===== src/rtl/lel_pkg.sv =====
`timescale 1ns/1ps
package lel_pkg;
  typedef enum logic [1:0] {
    M_IDLE   = 2'd0,
    M_SPEC   = 2'd1,
    M_COMMIT = 2'd2,
    M_ABORT  = 2'd3
  } mode_e;

  typedef enum logic [1:0] {
    SNP_RD   = 2'd0,
    SNP_INV  = 2'd1,
    SNP_EXCL = 2'd2,
    SNP_NONE = 2'd3
  } snp_kind_e;
endpackage


===== src/rtl/lel_fsm.sv =====
`timescale 1ns/1ps
module lel_fsm
  import lel_pkg::*;
#(
  parameter int CW = 3
) (
  input  logic          clk,
  input  logic          rst_n,
  input  logic          sec_begin,
  input  logic          sec_end,
  input  logic          kill,
  input  logic [CW-1:0] cnt,
  output mode_e         state,
  output logic [CW-1:0] idx,
  output logic          done
);
  mode_e         state_d;
  logic [CW-1:0] idx_d;

  always_comb begin
    state_d = state;
    idx_d   = idx;
    case (state)
      M_IDLE: begin
        idx_d = '0;
        if (sec_begin) state_d = M_SPEC;
      end
      M_SPEC: begin
        idx_d = '0;
        if (kill)         state_d = M_ABORT;
        else if (sec_end) state_d = M_COMMIT;
      end
      M_COMMIT: begin
        if (idx != cnt) begin
          idx_d = idx + 1'b1;
        end else begin
          idx_d   = '0;
          state_d = M_IDLE;
        end
      end
      M_ABORT: state_d = M_IDLE;
      default: state_d = M_IDLE;
    endcase
  end

  assign done = (state == M_COMMIT) && (idx == cnt);

  always_ff @(posedge clk or negedge rst_n) begin
    if (!rst_n) begin
      state <= M_IDLE;
      idx   <= '0;
    end else begin
      state <= state_d;
      idx   <= idx_d;
    end
  end
endmodule


===== src/rtl/lel_access_bits.sv =====
`timescale 1ns/1ps
module lel_access_bits #(
  parameter int NBLK = 16,
  localparam int AW = $clog2(NBLK)
) (
  input  logic          clk,
  input  logic          rst_n,
  input  logic          clr,
  input  logic          set_en,
  input  logic [AW-1:0] set_addr,
  input  logic [AW-1:0] q_addr,
  output logic          q_bit,
  output logic          any_set
);
  logic [NBLK-1:0] bits_q;

  always_ff @(posedge clk or negedge rst_n) begin
    if (!rst_n) begin
      bits_q <= '0;
    end else if (clr) begin
      bits_q <= '0;
    end else if (set_en) begin
      bits_q[set_addr] <= 1'b1;
    end
  end

  assign q_bit   = bits_q[q_addr];
  assign any_set = |bits_q;
endmodule


===== src/rtl/lel_write_buf.sv =====
`timescale 1ns/1ps
module lel_write_buf #(
  parameter int AW    = 4,
  parameter int DW    = 32,
  parameter int DEPTH = 4,
  localparam int CW = $clog2(DEPTH + 1),
  localparam int IW = (DEPTH > 1) ? $clog2(DEPTH) : 1
) (
  input  logic          clk,
  input  logic          rst_n,
  input  logic          clr,
  input  logic          st_en,
  input  logic [AW-1:0] st_addr,
  input  logic [DW-1:0] st_data,
  output logic          hit,
  output logic          full,
  input  logic [CW-1:0] rd_idx,
  output logic [AW-1:0] rd_addr,
  output logic [DW-1:0] rd_data,
  output logic [CW-1:0] cnt
);
  logic [AW-1:0] ent_addr [DEPTH];
  logic [DW-1:0] ent_data [DEPTH];
  logic [DEPTH-1:0] match;
  logic [IW-1:0] hit_idx;

  for (genvar i = 0; i < DEPTH; i++) begin : g_cmp
    assign match[i] = (CW'(i) < cnt) && (ent_addr[i] == st_addr);
  end

  always_comb begin
    hit_idx = '0;
    for (int i = 0; i < DEPTH; i++) begin
      if (match[i]) hit_idx = IW'(i);
    end
  end

  assign hit  = |match;
  assign full = (cnt == CW'(DEPTH));

  always_ff @(posedge clk or negedge rst_n) begin
    if (!rst_n) begin
      cnt <= '0;
    end else if (clr) begin
      cnt <= '0;
    end else if (st_en && !hit && !full) begin
      cnt <= cnt + 1'b1;
    end
  end

  always_ff @(posedge clk) begin
    if (st_en && !clr) begin
      if (hit) begin
        ent_data[hit_idx] <= st_data;
      end else if (!full) begin
        ent_addr[cnt[IW-1:0]] <= st_addr;
        ent_data[cnt[IW-1:0]] <= st_data;
      end
    end
  end

  assign rd_addr = ent_addr[rd_idx[IW-1:0]];
  assign rd_data = ent_data[rd_idx[IW-1:0]];
endmodule


===== src/rtl/lel_tracker.sv =====
`timescale 1ns/1ps
module lel_tracker
  import lel_pkg::*;
#(
  parameter int NBLK     = 16,
  parameter int DW       = 32,
  parameter int WB_DEPTH = 4,
  localparam int AW = $clog2(NBLK),
  localparam int CW = $clog2(WB_DEPTH + 1)
) (
  input  logic          clk,
  input  logic          rst_n,
  input  logic          sec_begin,
  input  logic          sec_end,
  input  logic          acc_valid,
  input  logic          acc_is_store,
  input  logic [AW-1:0] acc_addr,
  input  logic [DW-1:0] acc_data,
  input  logic          snp_valid,
  input  logic [1:0]    snp_kind,
  input  logic [AW-1:0] snp_addr,
  output logic          snp_hold,
  output logic          excl_req_valid,
  output logic [AW-1:0] excl_req_addr,
  output logic          ckpt_save,
  output logic          ckpt_restore,
  output logic          wr_valid,
  output logic [AW-1:0] wr_addr,
  output logic [DW-1:0] wr_data,
  output logic          commit_done,
  output logic [1:0]    mode_o
);
  logic [1:0]    rst_sync;
  logic          rst_int_n;
  mode_e         state;
  logic [CW-1:0] drain_idx;
  logic [CW-1:0] wb_cnt;
  logic          drain_done;
  logic          in_spec, snp_bit, snp_conf, overflow, kill, acc_ok;
  logic          wb_hit, wb_full, clr_all, abits_any;

  // reset: asserted at once, released after two clock edges
  always_ff @(posedge clk or negedge rst_n) begin
    if (!rst_n) rst_sync <= '0;
    else        rst_sync <= {rst_sync[0], 1'b1};
  end
  assign rst_int_n = rst_sync[1];

  assign in_spec  = (state == M_SPEC);
  assign snp_conf = in_spec && snp_valid && snp_bit &&
                    ((snp_kind == SNP_INV) || (snp_kind == SNP_EXCL));
  assign overflow = in_spec && acc_valid && acc_is_store && !wb_hit && wb_full;
  assign kill     = snp_conf || overflow;
  assign acc_ok   = in_spec && acc_valid && !kill;
  assign clr_all  = (state == M_ABORT) || drain_done;

  lel_fsm #(.CW(CW)) u_fsm (
    .clk       (clk),
    .rst_n     (rst_int_n),
    .sec_begin (sec_begin),
    .sec_end   (sec_end),
    .kill      (kill),
    .cnt       (wb_cnt),
    .state     (state),
    .idx       (drain_idx),
    .done      (drain_done)
  );

  lel_access_bits #(.NBLK(NBLK)) u_abits (
    .clk      (clk),
    .rst_n    (rst_int_n),
    .clr      (clr_all),
    .set_en   (acc_ok),
    .set_addr (acc_addr),
    .q_addr   (snp_addr),
    .q_bit    (snp_bit),
    .any_set  (abits_any)
  );

  lel_write_buf #(.AW(AW), .DW(DW), .DEPTH(WB_DEPTH)) u_wbuf (
    .clk     (clk),
    .rst_n   (rst_int_n),
    .clr     (clr_all),
    .st_en   (acc_ok && acc_is_store),
    .st_addr (acc_addr),
    .st_data (acc_data),
    .hit     (wb_hit),
    .full    (wb_full),
    .rd_idx  (drain_idx),
    .rd_addr (wr_addr),
    .rd_data (wr_data),
    .cnt     (wb_cnt)
  );

  assign snp_hold       = (state == M_COMMIT);
  assign excl_req_valid = acc_ok && acc_is_store;
  assign excl_req_addr  = acc_addr;
  assign ckpt_save      = (state == M_IDLE) && sec_begin;
  assign ckpt_restore   = (state == M_ABORT);
  assign wr_valid       = (state == M_COMMIT) && (drain_idx != wb_cnt);
  assign commit_done    = drain_done;
  assign mode_o         = state;
endmodule


===== config.mk =====
export PLATFORM = sky130hd
export DESIGN_NAME = lel_tracker
export DESIGN_NICKNAME = d
export VERILOG_FILES = /design/src/rtl/lel_pkg.sv /design/src/rtl/lel_fsm.sv /design/src/rtl/lel_access_bits.sv /design/src/rtl/lel_write_buf.sv /design/src/rtl/lel_tracker.sv
export SDC_FILE = /design/constraint.sdc
export NUM_CORES = 1
export LEC_CHECK = 0
export ABC_AREA = 1
export BUFFER_PORTS_ARGS = -buffer_cell sky130_fd_sc_hd__buf_2
export CAP_MARGIN = 20
export CORE_MARGIN = 2
export CORE_UTILIZATION = 40
export CTS_BUF_LIST = sky130_fd_sc_hd__clkbuf_4 sky130_fd_sc_hd__clkbuf_8
export CTS_CLUSTER_SIZE = 25
export DETAILED_ROUTE_END_ITERATION = 12
export PLACE_DENSITY = 0.68
export SLEW_MARGIN = 20
export SYNTH_ARGS = -nofsm -noshare
export SYNTH_HDL_FRONTEND = slang
export SYNTH_SLANG_ARGS = --single-unit

===== constraint.sdc =====
create_clock -name clk -period 2.1 [get_ports clk]
set_input_delay 0.315 -clock clk [delete_from_list [all_inputs] [get_ports clk]]
set_output_delay 0.315 -clock clk [all_outputs]
set_load 0.01 [all_outputs]

==> flow_summary.json <==
{
  "run_status": "complete, but fails checks",
  "violations": "negative setup slack",
  "ys_seq_area_share_pct": 69.7,
  "port_buffers": 96,
  "critical_path_arrival_ns": 2.49,
  "cts.sinks": 170,
  "required_ns": 2.30,
  "setup_tns_ns": -16.79,
  "die_h_um": 138,
  "post-dp-hpwl_mm": 10.8,
  "pwr-share-seq_pct": 41.6,
  "rsz0062_at_grt": "yes",
  "reg2reg_depth": 12,
  "p_clk_share_pct": 23.8,
  "synth_area_leaders": "edfxtp_1, dfrtp_1, nor2_1, o21ai_0, o22ai_1",
  "fin_skew_ns": 0.0161,
  "dpl.cell_count": 965,
  "ir_worst_vdd_mv": 0.587,
  "min_period_over_period_pct": 109,
  "area.growth.synth_to_final_pct": 44.4,
  "drc": 0,
  "core_sq_um": 17400,
  "swShare_pct": 33.5,
  "path_class": "flip-flop to flip-flop",
  "syn_area_per_cell_sq_um": 11.6,
  "hold_depth": 1,
  "die_w_um": 138,
  "r2r_start": "u_wbuf.ent_addr[2][0]",
  "fin_nets": 864,
  "gp_congestion": 0.852,
  "drtPass1Iterations": 5,
  "overflow": 0,
  "synth_edf_count": 144,
  "final_antenna_net_count": 0,
  "clk_latency_ns": 0.48,
  "syn_inst": 615,
  "clkTransAtPathRegs_ns": 0.10,
  "p_leak_nw": 4.00,
  "cp-startpoint": "u_wbuf.ent_addr[2][0]",
  "synth_xor_area_share_pct": 1.47,
  "synth_compound_area_share_pct": 10.7,
  "finalCriticalPeriod_ns": 2.29,
  "yosysTopAreaCell": "edfxtp_1",
  "syn_area_sq_um": 7140,
  "crit_path_end": "u_wbuf.ent_data[1][21]",
  "combPwrFrac_pct": 34.6,
  "async_flop_share_pct": 15.3,
  "grt_pass1_vias": 5255,
  "hold_class": "input port to flip-flop",
  "cap_violations": 0,
  "drive_gt1_share_pct": 46.2,
  "synthAdderAreaFrac_pct": 0.876,
  "num_vias": 5590,
  "ys_ff_latch": 170,
  "ys_types": 31,
  "die_area_sq_um": 18900,
  "synth_fp_nets": 669,
  "netlist_top_cells_count": "edfxtp_1, nor2_1, o21ai_0",
  "nFillCells": 1351,
  "critPathCaptureType": "flip-flop",
  "wl_per_cell_um": 19.0,
  "fmax_mhz": 437,
  "internal_power_mw": 6.37,
  "drt_iter0_drc": 359,
  "final_max_slew_viol_count": 0,
  "synth_top_area_share_pct": 60.6,
  "synth_top_family_by_area": "simple AND/OR/NAND/NOR gates",
  "crit_fanout": 6,
  "htreeDepth": 4,
  "cts_buffer_depth": 2,
  "cts_made_buffers": 17,
  "grt_pass1_wl_mm": 26.6,
  "post-place-ws_ns": -0.180,
  "cts_tree": "done",
  "synth_mux_area_share_pct": 0,
  "rows": 48,
  "via_per_inst": 5.32,
  "start_kind": "flip-flop",
  "grt_max_degree": 32,
  "yosysMostFrequentCell": "edfxtp_1",
  "synth_simple_gate_area_share_pct": 12.6,
  "hold_violations": 0,
  "fin_ws_ns": -0.190,
  "synth_warnings": 0,
  "r2r_end": "u_wbuf.ent_data[1][21]",
  "antenna_found_initial": 3,
  "p_sw_mw": 3.21,
  "initial_core_util_pct": 41.1,
  "setup_viol": 139,
  "fin_cells": 1050,
  "io_pins": 97,
  "ys_dominant_reg_cell": "edfxtp_1",
  "clockRootBuffer": "clkbuf_8",
  "routed_wl_mm": 20.0,
  "pwr_density_cell_nw_per_um2": 929,
  "r2r_slack_ns": -0.19,
  "grt_usage_pct": 18.6
}
-- cell usage in the layout, fill, tap and decap left out, types with 20 or more instances in the layout --
cell type | synthesis | final
buf_2 | 5 | 94
buf_4 | 4 | 52
dfrtp_1 | 26 | 24
edfxtp_1 | 144 | 144
inv_1 | 31 | 28
nand2_1 | 48 | 44
nand3_1 | 39 | 36
nor2_1 | 102 | 67
nor2_4 | 1 | 21
o21ai_1 | 32 | 43
o21ai_2 | 0 | 20
o22ai_2 | 0 | 29
-- per-stage QoR --
| step | hold WS, ns | power [mW] | utilization (%) | area, sq um |
|---|---|---|---|---|
| finish | 0.0433 | 9.57 | 59.4 | 10300 |
| global route | 0.0411 | 9.98 | 59.4 | 10300 |
| CTS | 0.0433 | 8.68 | 52.2 | 9070 |
| detailed placement | 0.105 | 6.16 | 48.1 | 8350 |
| global placement | 0.103 | 6.13 | 48.1 | 8350 |
| floorplan | 0.0194 | 5.23 | - | 7210 |
-- timing repair --
| action | in CTS | in global routing |
|---|---|---|
| hold buffers | 1 | 0 |
| hold endpoints to repair | 2 | 0 |
| setup endpoints to repair | 158 | 166 |
| gates resized for setup | 42 | 196 |
| pin swaps | 22 | 49 |
| setup buffers | 6 | 22 |
| cloned | 4 | 21 |
-- critical path, cell delays in order, from the launching register on --
cell,delay (ns)
edfxtp_1,0.45
xor2_1,0.17
nor2_1,0.10
nand3_1,0.10
nand2_2,0.13
nor2_4,0.06
nand2_4,0.06
nand2_4,0.05
nor3_4,0.16
buf_6,0.16
nand3_4,0.11
nor2_4,0.26
clkbuf_16,0.22
-- state kept, by name (all words and copies together) (netlist names) --
signal	count
rst_sync	2
u_abits.bits_q	16
u_fsm.idx	3
u_fsm.state	2
u_wbuf.cnt	3
u_wbuf.ent_addr	16
u_wbuf.ent_data	128
-- kinds of logic after synthesis --
family                     count (synthesis)
and+or+nand+nor                          204
other                                      1
adders and majority gates                  5
AOI/OAI and AO/OA                        143
DFF                                      170
xor gates and xnor gates                  12
buffers and inverters                     80
-- per-layer routing --
layer  routed length, um  track usage [%]  share of wire, %
met4                 480             5.84               2.4
met1                7910             22.9                40
met5                  13                0             0.065
met3                1390             5.04               6.9
met2               10200             32.0                51
-- power by group through the flow --
stage | sequential [mW] | combinational [mW] | clock, mW
6_report | 3.98 | 3.32 | 2.28
5_1_grt | 4.00 | 3.56 | 2.42
4_1_cts | 3.99 | 2.40 | 2.29
3_5_place_dp | 4.04 | 2.12 | 0
3_3_place_gp | 4.03 | 2.09 | 0
2_1_floorplan | 4.04 | 1.18 | 0
-- cell type report --
| cell class | count | area [sq um] | share of cell area, % |
|---|---|---|---|
| Clock inverter | 14 | 140 | 1.36 |
| Timing Repair Buffer | 205 | 1930 | 18.7 |
| Tap cell | 225 | 282 | 2.73 |
| Multi-Input combinational cell | 365 | 2490 | 24.2 |
| Timing Repair inverter | 2 | 25.0 | 0.243 |
| Sequential cell | 170 | 4980 | 48.3 |
| Inverter | 49 | 215 | 2.09 |
| Antenna cell | 2 | 5.00 | 0.0485 |
| Clock buffer | 18 | 241 | 2.34 |
-- how the worst min path moves through the flow --
stage | from | endpoint
finish | acc_data[29] | u_wbuf.ent_data[2][29]
global route | acc_data[22] | u_wbuf.ent_data[0][22]
CTS | acc_data[29] | u_wbuf.ent_data[2][29]
detailed placement | rst_n | rst_sync[1]
global placement | rst_n | rst_sync[1]
floorplan | rst_n | rst_sync[0]
Power figures use the tool's default switching activity.
